`src/rtl/wbuf_pkg.sv`:
```
// Package: shared widths and types for the write buffer.
// Assumes a 32-bit byte-addressed bus with one byte enable per data byte.
package wbuf_pkg;
    localparam int unsigned ADDR_W   = 32;
    localparam int unsigned DATA_W   = 32;
    localparam int unsigned BE_W     = DATA_W / 8;
    localparam int unsigned WORD_LSB = $clog2(BE_W);

    // One queued store.
    typedef struct packed {
        logic [ADDR_W-1:0] addr;
        logic [DATA_W-1:0] data;
        logic [BE_W-1:0]   be;
    } wb_entry_t;

    // Owner of the memory port in a cycle.
    typedef enum logic [1:0] {
        BUS_IDLE  = 2'd0,
        BUS_READ  = 2'd1,
        BUS_WRITE = 2'd2
    } bus_sel_e;
endpackage

```
`src/rtl/wbuf_fifo.sv`:
```
// Module: circular store queue with a valid bit per slot.
// Exposes every slot's valid bit and address for hazard matching.
// Assumes the caller never pushes into a full queue unless it also pops.
module wbuf_fifo
    import wbuf_pkg::*;
#(
    parameter int unsigned DEPTH = 4
) (
    input  logic                         clk,
    input  logic                         rst_n,
    input  logic                         push,
    input  wb_entry_t                    push_entry,
    input  logic                         pop,
    output wb_entry_t                    head_entry,
    output logic                         empty,
    output logic                         full,
    output logic [DEPTH-1:0]             slot_vld,
    output logic [DEPTH-1:0][ADDR_W-1:0] slot_addr
);
    localparam int unsigned PW = (DEPTH > 1) ? $clog2(DEPTH) : 1;
    localparam logic [PW-1:0] LAST = PW'(DEPTH - 1);

    wb_entry_t         slots [DEPTH];
    logic [DEPTH-1:0]  vld_q;
    logic [PW-1:0]     wptr_q;
    logic [PW-1:0]     rptr_q;

    assign empty      = ~|vld_q;
    assign full       = &vld_q;
    assign head_entry = slots[rptr_q];
    assign slot_vld   = vld_q;

    // Publish each slot's address for the hazard comparators.
    for (genvar i = 0; i < DEPTH; i++) begin : g_addr
        assign slot_addr[i] = slots[i].addr;
    end

    // Advance write and read pointers with wrap at DEPTH.
    always_ff @(posedge clk) begin
        if (!rst_n) begin
            wptr_q <= '0;
            rptr_q <= '0;
        end else begin
            if (push) wptr_q <= (wptr_q == LAST) ? '0 : wptr_q + 1'b1;
            if (pop)  rptr_q <= (rptr_q == LAST) ? '0 : rptr_q + 1'b1;
        end
    end

    // Per-slot valid bits: clear on pop, then set on push (same slot when full).
    always_ff @(posedge clk) begin
        if (!rst_n) begin
            vld_q <= '0;
        end else begin
            logic [DEPTH-1:0] nxt;
            nxt = vld_q;
            if (pop)  nxt[rptr_q] = 1'b0;
            if (push) nxt[wptr_q] = 1'b1;
            vld_q <= nxt;
        end
    end

    // Store payload into the slot under the write pointer.
    always_ff @(posedge clk) begin
        if (push) slots[wptr_q] <= push_entry;
    end

    // a push into a full queue must be paired with a pop.
    a_r3_no_overflow: assert property (@(posedge clk) disable iff (!rst_n)
        (push && full) |-> pop);

    // nothing leaves an empty queue.
    a_r8_no_underflow: assert property (@(posedge clk) disable iff (!rst_n)
        pop |-> !empty);
endmodule

```
`src/rtl/wbuf_hazard.sv`:
```
// Module: read-after-write hazard detector.
// Compares a read's word address against every valid slot and the store
// arriving in the same cycle. The byte offset bits are ignored.
module wbuf_hazard
    import wbuf_pkg::*;
#(
    parameter int unsigned DEPTH = 4
) (
    input  logic                         rd_valid,
    input  logic [ADDR_W-1:0]            rd_addr,
    input  logic [DEPTH-1:0]             slot_vld,
    input  logic [DEPTH-1:0][ADDR_W-1:0] slot_addr,
    input  logic                         in_valid,
    input  logic [ADDR_W-1:0]            in_addr,
    output logic                         hazard
);
    localparam logic [ADDR_W-1:0] WORD_MASK = ~((ADDR_W'(1) << WORD_LSB) - 1'b1);

    logic [DEPTH-1:0] slot_hit;
    logic             in_hit;

    // One comparator per queue slot.
    for (genvar i = 0; i < DEPTH; i++) begin : g_cmp
        assign slot_hit[i] = slot_vld[i] &&
                             (((rd_addr ^ slot_addr[i]) & WORD_MASK) == '0);
    end

    // Comparator for the store entering the queue this cycle.
    assign in_hit = in_valid && (((rd_addr ^ in_addr) & WORD_MASK) == '0);

    assign hazard = rd_valid && (in_hit || (|slot_hit));
endmodule

```
`src/rtl/wbuf_arbiter.sv`:
```
// Module: memory port arbiter with read priority and a starvation guard.
// Reads win unless hazarded or the run counter has hit its limit while
// stores wait. The counter counts read grants made with a non-empty queue.
module wbuf_arbiter
    import wbuf_pkg::*;
#(
    parameter int unsigned STARVE_LIMIT = 8
) (
    input  logic     clk,
    input  logic     rst_n,
    input  logic     rd_valid,
    input  logic     hazard,
    input  logic     wb_empty,
    input  logic     mem_ready,
    output bus_sel_e sel,
    output logic     rd_accept,
    output logic     wr_accept
);
    localparam int unsigned CW = $clog2(STARVE_LIMIT + 1);
    localparam logic [CW-1:0] LIMIT = CW'(STARVE_LIMIT);

    logic [CW-1:0] run_q;
    logic          force_wr;

    assign force_wr = !wb_empty && (run_q == LIMIT);

    // Choose the port owner for this cycle.
    always_comb begin
        if (rd_valid && !hazard && !force_wr) sel = BUS_READ;
        else if (!wb_empty)                   sel = BUS_WRITE;
        else                                  sel = BUS_IDLE;
    end

    assign rd_accept = (sel == BUS_READ)  && mem_ready;
    assign wr_accept = (sel == BUS_WRITE) && mem_ready;

    // Count read grants that pass over waiting stores; saturate at the limit.
    always_ff @(posedge clk) begin
        if (!rst_n) begin
            run_q <= '0;
        end else if (wb_empty || wr_accept) begin
            run_q <= '0;
        end else if (rd_accept && run_q < LIMIT) begin
            run_q <= run_q + 1'b1;
        end
    end

    // an eligible read loses the port only when the run limit is reached.
    a_r5_read_first: assert property (@(posedge clk) disable iff (!rst_n)
        (rd_valid && !hazard && sel == BUS_WRITE) |-> (run_q == LIMIT));

    // the run counter moves by one step or restarts, never jumps.
    a_r7_run_step: assert property (@(posedge clk) disable iff (!rst_n)
        (run_q != $past(run_q)) |-> (run_q == '0 || run_q == $past(run_q) + 1'b1));

    // the counter never passes its limit.
    a_r7_run_bound: assert property (@(posedge clk) disable iff (!rst_n)
        run_q <= LIMIT);
endmodule

```
`src/rtl/wbuf_rdprio.sv`:
```
// Module: top of the write buffer with read priority.
// Queues stores from a write-through cache and drains them to one memory
// port shared with read misses; reads go first unless they hit a queued
// store or the starvation guard fires. Assumes memory holds a request
// only while mem_ready is low; the request may change when ownership moves.
module wbuf_rdprio
    import wbuf_pkg::*;
#(
    parameter int unsigned DEPTH        = 4,
    parameter int unsigned STARVE_LIMIT = 8
) (
    input  logic              clk,
    input  logic              rst_n,
    input  logic              wr_valid,
    input  logic [ADDR_W-1:0] wr_addr,
    input  logic [DATA_W-1:0] wr_data,
    input  logic [BE_W-1:0]   wr_be,
    output logic              wr_stall,
    input  logic              rd_valid,
    input  logic [ADDR_W-1:0] rd_addr,
    output logic              rd_grant,
    output logic              mem_valid,
    output logic              mem_we,
    output logic [ADDR_W-1:0] mem_addr,
    output logic [DATA_W-1:0] mem_wdata,
    output logic [BE_W-1:0]   mem_be,
    input  logic              mem_ready
);
    wb_entry_t                    in_entry;
    wb_entry_t                    head;
    logic                         q_empty;
    logic                         q_full;
    logic [DEPTH-1:0]             slot_vld;
    logic [DEPTH-1:0][ADDR_W-1:0] slot_addr;
    logic                         push;
    logic                         hazard;
    bus_sel_e                     sel;
    logic                         rd_accept;
    logic                         wr_accept;

    assign in_entry = '{addr: wr_addr, data: wr_data, be: wr_be};
    assign wr_stall = q_full && !wr_accept;
    assign push     = wr_valid && !wr_stall;
    assign rd_grant = rd_accept;

    wbuf_fifo #(.DEPTH(DEPTH)) u_fifo (
        .clk        (clk),
        .rst_n      (rst_n),
        .push       (push),
        .push_entry (in_entry),
        .pop        (wr_accept),
        .head_entry (head),
        .empty      (q_empty),
        .full       (q_full),
        .slot_vld   (slot_vld),
        .slot_addr  (slot_addr)
    );

    wbuf_hazard #(.DEPTH(DEPTH)) u_hazard (
        .rd_valid  (rd_valid),
        .rd_addr   (rd_addr),
        .slot_vld  (slot_vld),
        .slot_addr (slot_addr),
        .in_valid  (wr_valid),
        .in_addr   (wr_addr),
        .hazard    (hazard)
    );

    wbuf_arbiter #(.STARVE_LIMIT(STARVE_LIMIT)) u_arb (
        .clk       (clk),
        .rst_n     (rst_n),
        .rd_valid  (rd_valid),
        .hazard    (hazard),
        .wb_empty  (q_empty),
        .mem_ready (mem_ready),
        .sel       (sel),
        .rd_accept (rd_accept),
        .wr_accept (wr_accept)
    );

    // Steer the selected request onto the memory port.
    always_comb begin
        mem_valid = (sel != BUS_IDLE);
        mem_we    = (sel == BUS_WRITE);
        mem_addr  = (sel == BUS_READ) ? rd_addr : head.addr;
        mem_wdata = head.data;
        mem_be    = (sel == BUS_READ) ? '1 : head.be;
    end

    // Checker-only view: does the port's read address hit any pending store?
    logic stale_hit;
    always_comb begin
        stale_hit = 1'b0;
        for (int i = 0; i < DEPTH; i++) begin
            if (slot_vld[i] && slot_addr[i][ADDR_W-1:WORD_LSB] == mem_addr[ADDR_W-1:WORD_LSB])
                stale_hit = 1'b1;
        end
        if (wr_valid && wr_addr[ADDR_W-1:WORD_LSB] == mem_addr[ADDR_W-1:WORD_LSB])
            stale_hit = 1'b1;
    end

    // a read on the port never overlaps a pending store's word.
    a_r6_no_stale_read: assert property (@(posedge clk) disable iff (!rst_n)
        (mem_valid && !mem_we) |-> !stale_hit);

    // a store held by memory stays unchanged if it still owns the port.
    a_r8_hold_write: assert property (@(posedge clk) disable iff (!rst_n)
        (mem_valid && mem_we && !mem_ready) |=>
        (mem_valid && (!mem_we || ($stable(mem_addr) && $stable(mem_wdata)))));

    // leaving reset the queue is empty, so no stall is signalled.
    a_r1_reset_clear: assert property (@(posedge clk)
        !rst_n |=> !wr_stall);
endmodule

```
`config.mk`:
```
export PLATFORM = sky130hd
export DESIGN_NAME = wbuf_rdprio
export DESIGN_NICKNAME = d
export VERILOG_FILES = /design/src/rtl/wbuf_pkg.sv /design/src/rtl/wbuf_fifo.sv /design/src/rtl/wbuf_hazard.sv /design/src/rtl/wbuf_arbiter.sv /design/src/rtl/wbuf_rdprio.sv
export SDC_FILE = /design/constraint.sdc
export NUM_CORES = 1
export LEC_CHECK = 0
export ABC_CLOCK_PERIOD_IN_PS = 11100
export BUFFER_PORTS_ARGS = -buffer_cell sky130_fd_sc_hd__clkbuf_2
export CORE_MARGIN = 2
export CORE_UTILIZATION = 40
export DETAILED_ROUTE_END_ITERATION = 10
export PLACE_DENSITY = 0.61
export SYNTH_ARGS = -nofsm -noshare
export SYNTH_HDL_FRONTEND = slang
export SYNTH_SLANG_ARGS = --single-unit
```
`constraint.sdc`:
```
create_clock -name clk -period 11.1 [get_ports clk]
set_clock_uncertainty 0.1 [all_clocks]
set_input_delay 1.11 -clock clk [delete_from_list [all_inputs] [get_ports clk]]
set_output_delay 1.11 -clock clk [all_outputs]
set_load 0.05 [all_outputs]
```
==> summary.txt <==
Status
  • Outcome: finished, final reports clean

Clock network
  • Post_cts resized: 0
  • Clock Sinks: 286
  • Clock Pin Slew Worst Setup and Hold Paths: 0.06 ns
  • Worst skew pair latency: ~0.58 ns
  • Hold-fix buffers, CTS: 0
  • CTS H-tree depth: 1
  • CTS tree: done
  • Number of setup buffers added after CTS: 0
  • Longest Clk Path Bufs: 3
  • Clock root cell: clkbuf_16
  • Cts bufs inserted: 30

Timing
  • Worst hold slack: 0.412 ns
  • Setup-failing EPs final: 0
  • Max-slew headroom: ~25%
  • Tcrit/Tclk final: 48.0%
  • Final Hold Viols: 0
  • Fin Setup TNS: 0 ns
  • Tmin final: 5.33 ns
  • Max Clock Freq: ~190 MHz
  • Unrepaired setup endpoints after global routing: no
  • Pins over their slew limit: 0
  • Slew @ Worst Pin: approximately 1.1 ns

Setup path
  • Worst path cell trace: clkbuf_2 -> xnor2_1 -> nand4_1 -> nor4_1 -> a22oi_1 -> nand3_2 -> nand2_1 -> o21ai_0 -> clkbuf_2
  • Critical path buffer and inverter count: 2
  • Worst Path Arrival: 4.12 ns
  • Slowest CP cell: nand3_2
  • Crit path from: rd_addr[19]
  • Worst path max stage delay: 0.79 ns
  • Critical path endpoint category: output port
  • Most frequent CP cell: clkbuf_2
  • R2r startpoint: u_fifo.slots[1][61]
  • Delay-heaviest family, CP: simple AND/OR/NAND/NOR gates
  • Critical Path RT: between 9 and 10 ns
  • Critical Path Fanout Max: 37
  • Kind of start point of the critical path: primary input
  • Crit Path Category: primary input to output port

Floorplanning
  • Die Span Y: 187 µm
  • Rows: 66
  • Core ar.: roughly 33000 µm²
  • Die width: roughly 190 µm
  • # IOs: ~180
  • Die Area: around 35000 µm²
  • Starting Density: slightly above 40%

Global routing
  • Vias in the first global route: approximately 8000
  • All-layer global routing usage: between 10% and 20%
  • Initial antenna violation count: 5
  • Largest net degree at the start of global routing: 69
  • Global route overflow: 0
  • First-pass GRT wire length: 51500 µm

Synth
  • Top FF cell, synth: edfxtp_1
  • Register bit total from synthesis: 286
  • Number of synthesized flops with an enable pin: around 270
  • Synth cell types: 44
  • Post-synthesis compound-gate area fraction: under 10%
  • Mapped Avg Cell Area: 17.0 µm²
  • Post-Synth XOR/XNOR Area: 10.4%
  • Top cells by area, synth: edfxtp_1 61%, mux4_2 11%, xnor2_1 9.2%
  • Syn nets: 900
  • Synth top area share: 61.1%
  • Synth async-reset ratio: 0%
  • Adder-cell share of the synthesized area: 0.936%
  • Main combinational cell family by area after synthesis: multiplexers
  • Post-synthesis mux area share: between 10% and 20%
  • Mapped Area: approximately 13000 µm²
  • Yosys warns: 0
  • Sequential area share after synthesis: between 60% and 70%
  • Cell taking the most area after synthesis: edfxtp_1
  • Gate Count Post-Synth: between 700 and 800
  • Synth Area in Simple Gates: between 6 and 7%

Detailed routing
  • DRT antenna net count: 0
  • First-pass iteration count of the detailed router: 5
  • Post-DR wirelength/cell: approximately 25 µm
  • Final wirelength: approximately 35000 µm
  • Via count: ~7700
  • DR iter-0 viols: about 540
  • DRC errors left: 0
  • Vias per std cell: around 5.5

Power and ir drop
  • Maximum vdd drop: between 0.1 and 0.15 mV
  • PD cells: roughly 170 nW/µm²
  • Pleak: 4.91 nW

Place
  • Buffers added on ports: 176
  • Global placement routability congestion: between 0.9 and 1
  • Hpwl dp: between 20000 and 25000 µm

Flow run
  • Max-Cap Viols: 0

Layout
  • Share of layout cells above drive strength 1: 35.2%
  • Synthesis-to-finish area growth: 15.0%
  • Most common cell after layout, fill and taps aside: edfxtp_1
  • Nets: 1060
  • Commonest cells after routing, fill and taps aside: 272 x edfxtp_1, 176 x clkbuf_2, 140 x xnor2_1, 69 x nand4_1, 68 x mux4_2
  • # fillers: a little under 3000

Min path
  • Worst Hold Class: flip-flop to flip-flop
  • Min-delay src: u_fifo.wptr_q[0]
-- logic make-up after synthesis --
| kind of cell | Yosys count |
|---|---|
| compound gates | 40 |
| fa+ha+maj | 10 |
| simple gates | 137 |
| mux | 99 |
| buf+inv | 63 |
| xor+xnor | 150 |
| flops | 286 |
-- area by class of cell --
cell class                      count  area (µm²)  area share [%]
Clock buffer                       41         792            5.15
Sequential cell                   286        8460            55.0
Inverter                           10        37.5           0.244
Multi-Input combinational cell    436        4510            29.4
Tap cell                          442         553            3.60
Clock inverter                     14        88.8           0.578
Timing Repair Buffer              181         918            5.98
Antenna cell                        2        5.00          0.0326
-- worst register-to-register path: cells and delay by family, from the launching register on --
family,cells,cell delay (ns)
compound gates,3,1.84
xor+xnor,1,0.19
buf+inv,1,0.70
flops,1,0.40
simple gates,2,0.44
-- path summary, 6_finish.rpt --
path	end	slack, ns	depth (start not counted)
max	mem_addr[2]	5.77	9
min	u_fifo.wptr_q[0]	0.41	2
max reg2reg	u_fifo.slots[0][65]	7.01	7
min reg2reg	u_fifo.wptr_q[0]	0.41	2
-- state kept, by name, summed over array words and instances, names as in the netlist, named ones only --
signal	flops
u_fifo.wptr_q	2
u_fifo.slots	272
u_arb.run_q	4
u_fifo.rptr_q	2
u_fifo.slot_vld	4
-- metal layers --
layer / track usage, % / up-vias / part of all wire [%]
met1: 26.6 / 3880 / 42
li1: - / 3448 / -
met4: 6.68 / 6 / 3.4
met5: 1.37 / - / 0.12
met2: 30.9 / 291 / 46
met3: 6.38 / 71 / 8.9
-- where the power goes --
part / total, W / switching (W) / internal [W]
combinational: 0.000413 / 0.000281 / 0.000132
sequential: 0.00127 / 0.0000266 / 0.00124
clock: 0.000899 / 0.000401 / 0.000498
-- synth_stat cells (all sizes together) (5+ instances only) --
| library cell | instances |
|---|---|
| xnor2 | 150 |
| clkbuf | 13 |
| nand2 | 18 |
| o211ai | 5 |
| mux2 | 31 |
| dfxtp | 14 |
| buf | 40 |
| nor4 | 20 |
| mux4 | 68 |
| ha | 10 |
| inv | 10 |
| o31ai | 6 |
| nand4 | 69 |
| edfxtp | 272 |
| nand3 | 15 |
| o21ai | 6 |
-- stage by stage --
step	utilization, %	total power, W	std cells	setup slack, ns	area (µm²)
floorplan	-	0.00158	785	6.49	13400
global placement	44.3	0.00170	1355	5.76	14500
detailed placement	44.3	0.00171	1355	5.78	14500
CTS	47.0	0.00261	1410	5.77	15400
global route	47.0	0.00267	1412	5.44	15400
finish	47.0	0.00258	1412	5.77	15400
(Power assumes the default switching activity.)
